File: src/rtl/burst_link_pkg.sv
package burst_link_pkg;

    typedef enum logic [1:0] {
        TX_IDLE,
        TX_WAIT_ACK_HI,
        TX_WAIT_ACK_LO,
        TX_WAIT_TOGGLE
    } tx_state_e;

    typedef enum logic {
        RX_LISTEN,
        RX_HOLD
    } rx_state_e;

    typedef enum logic {
        DLV_EMPTY,
        DLV_OFFER
    } dlv_state_e;

endpackage

File: src/rtl/burst_link_tx.sv
module burst_link_tx
    import burst_link_pkg::*;
#(
    parameter int TXC_W = 4
) (
    input  logic             clk,
    input  logic             rst_n,
    input  logic             two_phase,
    input  logic             load_evt,
    input  logic             strobe_back,
    input  logic             ack_line,
    output logic             req_line,
    output logic [TXC_W-1:0] burst_bus,
    output logic [TXC_W-1:0] pending_cnt,
    output logic             tx_busy
);

    localparam logic [TXC_W-1:0] CNT_MAX = '1;
    localparam logic [TXC_W-1:0] CNT_ONE = TXC_W'(1);

    tx_state_e        state_q, state_d;
    logic [TXC_W-1:0] cnt_q, cnt_inc, bus_q;
    logic             req_q, ack_seen_q, start;

    // pending count including this cycle's load, clamped at the top
    always_comb begin
        cnt_inc = cnt_q;
        if (load_evt && cnt_q != CNT_MAX)
            cnt_inc = cnt_q + CNT_ONE;
    end

    assign start = (state_q == TX_IDLE) && (cnt_inc != '0);

    always_comb begin
        state_d = state_q;
        unique case (state_q)
            TX_IDLE:        if (start) state_d = two_phase ? TX_WAIT_TOGGLE : TX_WAIT_ACK_HI;
            TX_WAIT_ACK_HI: if (ack_seen_q) state_d = TX_WAIT_ACK_LO;
            TX_WAIT_ACK_LO: if (!ack_seen_q) state_d = TX_IDLE;
            TX_WAIT_TOGGLE: if (ack_seen_q == req_q) state_d = TX_IDLE;
            default:        state_d = TX_IDLE;
        endcase
    end

    always_ff @(posedge clk) begin
        if (!rst_n) state_q <= TX_IDLE;
        else        state_q <= state_d;
    end

    always_ff @(posedge clk) begin
        if (!rst_n) begin
            cnt_q      <= '0;
            bus_q      <= '0;
            req_q      <= 1'b0;
            ack_seen_q <= 1'b0;
        end else begin
            if (strobe_back) ack_seen_q <= ack_line;
            if (start) begin
                bus_q <= cnt_inc;
                cnt_q <= '0;
                req_q <= two_phase ? ~req_q : 1'b1;
            end else begin
                cnt_q <= cnt_inc;
                if (state_q == TX_WAIT_ACK_HI && ack_seen_q)
                    req_q <= 1'b0;
            end
        end
    end

    assign req_line    = req_q;
    assign burst_bus   = bus_q;
    assign pending_cnt = cnt_q;
    assign tx_busy     = (state_q != TX_IDLE);

endmodule

File: src/rtl/burst_link_rx.sv
module burst_link_rx
    import burst_link_pkg::*;
(
    input  logic clk,
    input  logic rst_n,
    input  logic two_phase,
    input  logic strobe_fwd,
    input  logic req_line,
    output logic ack_line,
    output logic fwd_seen,
    output logic add_en
);

    rx_state_e state_q, state_d;
    logic      seen_q, ack_q;

    always_comb begin
        state_d = state_q;
        add_en  = 1'b0;
        unique case (state_q)
            RX_LISTEN: begin
                if (two_phase) begin
                    if (seen_q != ack_q) add_en = 1'b1;
                end else if (seen_q) begin
                    state_d = RX_HOLD;
                end
            end
            RX_HOLD: begin
                if (!seen_q) begin
                    add_en  = 1'b1;
                    state_d = RX_LISTEN;
                end
            end
            default: state_d = RX_LISTEN;
        endcase
    end

    always_ff @(posedge clk) begin
        if (!rst_n) state_q <= RX_LISTEN;
        else        state_q <= state_d;
    end

    always_ff @(posedge clk) begin
        if (!rst_n) begin
            seen_q <= 1'b0;
            ack_q  <= 1'b0;
        end else begin
            if (strobe_fwd) seen_q <= req_line;
            if (state_q == RX_LISTEN && !two_phase && seen_q)
                ack_q <= 1'b1;
            else if (add_en)
                ack_q <= seen_q;
        end
    end

    assign ack_line = ack_q;
    assign fwd_seen = seen_q;

endmodule

File: src/rtl/burst_link_dlv.sv
module burst_link_dlv
    import burst_link_pkg::*;
#(
    parameter int TXC_W = 4,
    parameter int RXC_W = 6
) (
    input  logic             clk,
    input  logic             rst_n,
    input  logic             add_en,
    input  logic [TXC_W-1:0] add_val,
    input  logic             release_evt,
    output logic             new_evt,
    output logic [RXC_W-1:0] backlog_cnt
);

    localparam int SUM_W = RXC_W + 1;

    dlv_state_e       state_q, state_d;
    logic [RXC_W-1:0] back_q, back_d;
    logic [SUM_W-1:0] sum_w, add_w;
    logic             take;

    assign take  = (state_q == DLV_EMPTY) && (back_q != '0);
    assign add_w = add_en ? SUM_W'(add_val) : '0;

    always_comb begin
        sum_w = SUM_W'(back_q) + add_w - SUM_W'(take);
        back_d = sum_w[SUM_W-1] ? '1 : sum_w[RXC_W-1:0];
    end

    always_comb begin
        state_d = state_q;
        unique case (state_q)
            DLV_EMPTY: if (take) state_d = DLV_OFFER;
            DLV_OFFER: if (release_evt) state_d = DLV_EMPTY;
            default:   state_d = DLV_EMPTY;
        endcase
    end

    always_ff @(posedge clk) begin
        if (!rst_n) state_q <= DLV_EMPTY;
        else        state_q <= state_d;
    end

    always_ff @(posedge clk) begin
        if (!rst_n) back_q <= '0;
        else        back_q <= back_d;
    end

    assign new_evt     = (state_q == DLV_OFFER);
    assign backlog_cnt = back_q;

endmodule

File: src/rtl/burst_link.sv
module burst_link #(
    parameter int TXC_W = 4,
    parameter int RXC_W = 6
) (
    input  logic             clk,
    input  logic             rst_n,
    input  logic             two_phase,
    input  logic             load_evt,
    input  logic             strobe_fwd,
    input  logic             strobe_back,
    input  logic             release_evt,
    output logic             new_evt,
    output logic [TXC_W-1:0] pending_cnt,
    output logic [TXC_W-1:0] burst_bus,
    output logic [RXC_W-1:0] backlog_cnt,
    output logic             req_line,
    output logic             ack_line,
    output logic             tx_busy
);

    logic fwd_seen;
    logic add_en;

    burst_link_tx #(.TXC_W(TXC_W)) u_tx (
        .clk         (clk),
        .rst_n       (rst_n),
        .two_phase   (two_phase),
        .load_evt    (load_evt),
        .strobe_back (strobe_back),
        .ack_line    (ack_line),
        .req_line    (req_line),
        .burst_bus   (burst_bus),
        .pending_cnt (pending_cnt),
        .tx_busy     (tx_busy)
    );

    burst_link_rx u_rx (
        .clk        (clk),
        .rst_n      (rst_n),
        .two_phase  (two_phase),
        .strobe_fwd (strobe_fwd),
        .req_line   (req_line),
        .ack_line   (ack_line),
        .fwd_seen   (fwd_seen),
        .add_en     (add_en)
    );

    burst_link_dlv #(.TXC_W(TXC_W), .RXC_W(RXC_W)) u_dlv (
        .clk         (clk),
        .rst_n       (rst_n),
        .add_en      (add_en),
        .add_val     (burst_bus),
        .release_evt (release_evt),
        .new_evt     (new_evt),
        .backlog_cnt (backlog_cnt)
    );

endmodule

File: config.mk
export PLATFORM = sky130hd
export DESIGN_NAME = burst_link
export DESIGN_NICKNAME = d
export VERILOG_FILES = /design/src/rtl/burst_link_pkg.sv /design/src/rtl/burst_link_tx.sv /design/src/rtl/burst_link_rx.sv /design/src/rtl/burst_link_dlv.sv /design/src/rtl/burst_link.sv
export SDC_FILE = /design/constraint.sdc
export NUM_CORES = 1
export LEC_CHECK = 0
export BUFFER_PORTS_ARGS = -buffer_cell sky130_fd_sc_hd__buf_2
export CELL_PAD_IN_SITES_DETAIL_PLACEMENT = 1
export CELL_PAD_IN_SITES_GLOBAL_PLACEMENT = 2
export CORE_MARGIN = 2
export CORE_UTILIZATION = 30
export DETAILED_ROUTE_END_ITERATION = 8
export PLACE_DENSITY_LB_ADDON = 0.1
export SYNTH_ARGS = -nofsm -noshare
export SYNTH_HDL_FRONTEND = slang
export SYNTH_SLANG_ARGS = --single-unit
File: constraint.sdc
create_clock -name clk -period 2.8 [get_ports clk]
set_input_delay 0.42 -clock clk [delete_from_list [all_inputs] [get_ports clk]]
set_output_delay 0.42 -clock clk [all_outputs]
set_load 0.05 [all_outputs]
### Word-level counts from Yosys, hierarchy flattened

Index checks and enable logic that the tools add are counted.

| storage, ports and cells | value |
|---|---|
| flip-flop bits (word level) | 22 |
| output and inout bits | 18 |
| logic and storage cells | 66 |

| cells by class | value |
|---|---|
| add/sub/neg operators | 3 |
| eq/ne operators | 10 |
| mux-type cells | 24 |
| bitwise operators | 4 |
| reduce and logical (&&, ||, !) cells | 15 |

Operator list:

| cell | number |
|---|---|
| 1-bit two-way mux | 12 |
| 2-bit two-way mux | 5 |
| 4-bit two-way mux | 2 |
| 2-bit case mux with 4 select lines | 1 |
| 6-bit by 7-bit adder with 7-bit output | 1 |
| 7-bit by 1-bit subtractor with 7-bit output | 1 |
| 1-bit logical AND | 6 |
| 6-bit two-way mux | 1 |
| 2-bit by 1-bit inequality test with 1-bit output, second input constant | 3 |
| 1-bit case mux with 2 select lines | 3 |
| 2-bit nonzero test | 3 |
| 6-bit nonzero test | 1 |
| 4-bit by 1-bit adder with 4-bit output, second input constant | 1 |
| 2-bit equality test, second input constant | 2 |
| 4-bit inequality test, second input constant | 1 |
| 1-bit inverter | 4 |
| 4-bit AND reduction | 1 |
| 4-bit nonzero test | 1 |
| 2-bit by 1-bit equality test with 1-bit output, second input constant | 1 |
| 2-bit zero test | 1 |
| 2-bit inequality test, second input constant | 1 |
| 2-bit OR reduction | 1 |
| 1-bit equality test | 1 |
| 1-bit zero test | 1 |
| 1-bit inequality test | 1 |

### Logic depth before layout (Yosys ltp)

| depth | value |
|---|---|
| depth in word-level cells | 8 |
| depth in mapped cells | 13 |
| gate-level depth less buffers | 13 |

### By module

Synthesis repeated with hierarchy kept, for this count alone.

| second synthesis, totals | value |
|---|---|
| cell total of the unflattened synthesis | 159 |
| area total of the unflattened synthesis | 1,381.3 um^2 |

Modules (own cells, without submodules):

| module | times used | cells an instance | area each (um^2) | seq. area each (um^2) |
|---|---|---|---|---|
| burst_link_tx | 1 | 76 | 649.4 | 240.2 |
| burst_link_dlv | 1 | 68 | 601.8 | 140.1 |
| burst_link_rx | 1 | 15 | 130.1 | 60.1 |

### Least setup slack after synthesis

OpenSTA, ideal clock, no wires.

| path | value |
|---|---|
| path kind | reg2reg |
| start | register u_dlv.back_q[4], in the netlist u_dlv.backlog_cnt[4] |
| end | register u_dlv.back_q[0], in the netlist u_dlv.backlog_cnt[0] |
| library setup time | 0.132 ns |
| arrival | 2.832 ns |
| data required time | 2.668 ns |
| setup slack | -0.164 ns |
| stages on the path, launching flop included | 14 |
| period minus slack after synthesis | 2.964 ns |
| cell sequence | dfxtp_1 -> inv_1 -> ha_1 -> a21oi_1 -> ha_1 -> inv_1 -> ha_1 -> inv_1 -> fa_1 -> nor2b_4 -> o31a_1 -> o31ai_4 -> xnor2_1 -> a21boi_1 |

| on the way | value |
|---|---|
| cells in the longest elaborated chain, start to end | 4 |

Ends and longest elaborated chain:

| item | line | source |
|---|---|---|
| from (decl) | burst_link_dlv.sv:19 | `logic [RXC_W-1:0] back_q, back_d;` |
| from (signal assigned) | burst_link_dlv.sv:47 | `else back_q <= back_d;` |
| parallel branches: the longest is 2 deep, another holds 6-bit by 7-bit adder with 7-bit output | n/a |  |
| 7-bit by 1-bit subtractor with 7-bit output (*) | burst_link_dlv.sv:27 | `sum_w = SUM_W'(back_q) + add_w - SUM_W'(take);` |
| 6-bit two-way mux (*) | burst_link_dlv.sv:28 | `back_d = sum_w[SUM_W-1] ? '1 : sum_w[RXC_W-1:0];` |

Mark *: on every way between the ends.
A chain may end at the register's enable or synchronous reset.

### Final worst setup path

| path | value |
|---|---|
| start | register u_rx.state_q |
| end | register u_dlv.back_q[5], in the netlist u_dlv.backlog_cnt[5] |

| on the way | value |
|---|---|
| cells in the longest elaborated chain, start to end | 6 |

Ends and longest elaborated chain:

| item | line | source |
|---|---|---|
| from (decl) | burst_link_rx.sv:14 | `rx_state_e state_q, state_d;` |
| from (signal assigned) | burst_link_rx.sv:40 | `else state_q <= state_d;` |
| 1-bit inverter | burst_link_rx.sv:20 | `unique case (state_q)` |
| 1-bit case mux with 2 select lines (*) | burst_link_rx.sv:20 |  |
| 4-bit two-way mux (*) | burst_link_dlv.sv:24 | `assign add_w = add_en ? SUM_W'(add_val) : '0;` |
| 6-bit by 7-bit adder with 7-bit output (*) | burst_link_dlv.sv:27 |  |
| 7-bit by 1-bit subtractor with 7-bit output (*) | burst_link_dlv.sv:27 |  |
| 6-bit two-way mux (*) | burst_link_dlv.sv:28 |  |

Every way passes the cells marked *; elsewhere a longest branch is shown, timed or not.

==> results.toml <==
[detailed_routing]
wl_um = 3287
drt_iter0_markers = 26
route.detailed.drc = 0
vias = 1158
drtPass1Iterations = 3
postRouteAntennaNets = 0
via_per_inst = 4.949
wl_per_cell_um = 14.05

[placement]
io_buffers = 24
hpwlAfterDp_um = 2664
post_dp_cell_area_sq_um = 1580
gp_congestion = 0.7408

[logic_synthesis]
avgSynthCellArea_sq_um = 9.025
synth_edf_count = 0
async_flop_share = 0
syn-num-nets = 170
yosysSeqAreaShare = 0.3253
synth_area_leader_cell = "dfxtp_1"
ys_warn_count = 0
synthCells = 150
synth_top_area_share = 0.3253
ys.flop_type = "dfxtp_1"
synth.distinct_cells = 43
ys_ff_latch = 22
ys_top_cells_by_area = "dfxtp_1 33%, ha_1 11%, inv_1 5.8%"
syn_area_sq_um = 1354

[finish]
nNetsFinal = 203
seq_area_sq_um = 445.4
multi_input_area_sq_um = 848.3
final_util = 0.3845
fill_cells = 527
areaGrowthSynthToFinish_pct = 23.66
drive_above_1_share = 0.2692
stdcell_area_sq_um = 1674
diodes = 0

[floorplan]
start_util = 0.3109
ioPinCount = 25
die_area_sq_um = 5066
die_y_um = 71.18
rows = 24
core_area_sq_um = 4354
die_w_um = 71.18

[hold_path]
min_path_cells = 3
hp-class = "input port to register"

[outcome]
status = "completed"

[grt]
overflow = 0
grtUsageTotal = 0.1390
grt_start_max_net_pins = 26
antenna_found_initial = 0
first_global_vias = 1171
grt_pass1_wl_um = 5568

[sta]
hold_viol_final = 0
tightest_slew_ps = 412.7
setup_tns_ps = 0
slew_viol_final = 0
period_share = 0.9402
fmax_ghz = 0.3799
fin_crit_ps = 2633
relSlewSlack = 0.7248
rsz0062_at_grt = "no"
fin_skew_ps = 10.59
holdWs_ps = 437.1
setup_viol = 0

[cts]
cts_buffer_depth = 2
root_buffer = "clkbuf_8"
path_clk_slew_ps = 80
postCtsSetupBuffers = 0
cts_tree = "yes"
clkLatencyLatePin_ps = 270
cts_num_sinks = 22
htreeDepth = 1
numCtsBuffers = 3

[setup_path]
crit_chain = "inv_1 -> nand2_1 -> o32ai_1 -> buf_4 -> nand2_1 -> ha_1 -> inv_1 -> ha_1 -> nor2b_4 -> o31a_1 -> o31ai_4 -> xnor2_1 -> buf_4 -> a21boi_1"
cpPeakStageDelay_ps = 330
arrival_ps = 2790
endpoint_kind = "register"
cp-start-kind = "register"
cp_slowest_cell = "dfxtp_1"
r2r_cells = 14
critPathKind = "register to register"
cp_max_fo = 6
cp_data_required_time_ps = 2960

[pwr]
p_per_area_nw_per_um2 = 1254
ir_worst_vdd_mv = 0.3150
power.leakage_nw = 0.7753
power_mw = 2.099

[run]
drv_cap = 0
==> layer usage <==
layer	wire (um)	vias to the layer above	track usage
li1	-	586	-
met1	1514	555	0.1773
met2	1686	13	0.2366
met3	41	4	0.01709
met4	44	0	0.05660
met5	0	-	0
==> path summary, 6_finish.rpt <==
| path | end | slack, ps | startpoint |
|---|---|---|---|
| worst max-delay path | u_dlv.backlog_cnt[5] | 170 | u_rx.state_q |
| worst min register to register | u_rx.state_q | 480 | u_rx.fwd_seen |
| worst max register to register | u_dlv.backlog_cnt[5] | 170 | u_rx.state_q |
| worst min-delay path | u_tx.ack_seen_q | 440 | strobe_back |
==> report_power, final <==
part	switching, mW	internal (mW)
sequential	0.114	0.401
combinational	0.753	0.523
clock	0.115	0.191
total	0.983	1.12
==> flip-flops by register name (all words and copies together), names as in the netlist <==
register           flops
u_tx.burst_bus         4
u_tx.ack_seen_q        1
u_dlv.backlog_cnt      6
u_tx.req_line          1
u_tx.pending_cnt       4
u_tx.state_q           2
u_dlv.new_evt          1
u_rx.ack_line          1
u_rx.fwd_seen          1
u_rx.state_q           1
==> placed cells by master (no fill, tap or decap), types with 2 or more instances in the layout <==
cell | Yosys | layout
nand3_1 | 4 | 4
dfxtp_1 | 22 | 18
nand2_1 | 15 | 15
nor2_1 | 4 | 4
ha_1 | 12 | 12
a21o_1 | 4 | 4
mux2i_1 | 5 | 5
nor3b_1 | 2 | 2
xnor2_1 | 3 | 3
a21oi_1 | 6 | 5
o21a_1 | 2 | 2
nor2b_1 | 4 | 4
dfxtp_2 | 0 | 4
buf_2 | 0 | 24
o21ai_0 | 8 | 8
clkbuf_8 | 0 | 3
o22ai_1 | 3 | 3
a21boi_1 | 6 | 6
xor2_1 | 2 | 2
inv_1 | 21 | 21
buf_4 | 0 | 6
==> stage by stage <==
stage | instances | setup slack (ps)
final | 234 | 167.4
after global routing | 234 | 2.268
after CTS | 234 | 43.24
after detailed placement | 230 | 17.25
after global placement | 230 | 76.77
after floorplan | 150 | 8.072
==> critical path: cells and delay by family, from the launching register on <==
| kind | cells | cell delay (ps) |
|---|---|---|
| and+or+nand+nor | 3 | 250 |
| DFF | 1 | 330 |
| buffers and inverters | 4 | 430 |
| AOI/OAI and AO/OA | 4 | 800 |
| xor gates and xnor gates | 1 | 140 |
| adders and majority gates | 2 | 570 |
==> area by class of cell <==
| type | count | share of cell area |
|---|---|---|
| sequential | 22 | 0.2661 |
| inverter | 21 | 0.04709 |
| clock inverter | 1 | 0.01794 |
| timing repair buffer | 30 | 0.09865 |
| clock buffer | 3 | 0.02466 |
| multi-input combinational | 105 | 0.5067 |
| tap | 52 | 0.03886 |
==> Yosys cell counts, types with 2 or more instances <==
cell and count:
a21boi_1 6, a21o_1 4, a21oi_1 6, clkbuf_1 2
dfxtp_1 22, ha_1 12, inv_1 21, mux2i_1 5
nand2_1 15, nand3_1 4, nor2_1 4, nor2b_1 4
nor3b_1 2, o21a_1 2, o21ai_0 8, o22ai_1 3
xnor2_1 3, xor2_1 2
==> what timing repair did <==
action,4_1_cts,5_1_grt
hold endpoints to repair,0,0
endpoints found under the setup margin,0,6
resized for setup,0,5
hold buffers,0,0
==> kinds of logic after synthesis <==
group | Yosys count | share of synthesized area
xor+xnor | 5 | 0.03235
flops | 22 | 0.3253
fa+ha+maj | 13 | 0.1257
compound gates | 43 | 0.2551
buf+inv | 23 | 0.06378
mux | 5 | 0.03697
simple gates | 39 | 0.1608
No activity file was read; power rests on OpenSTA's default activity.
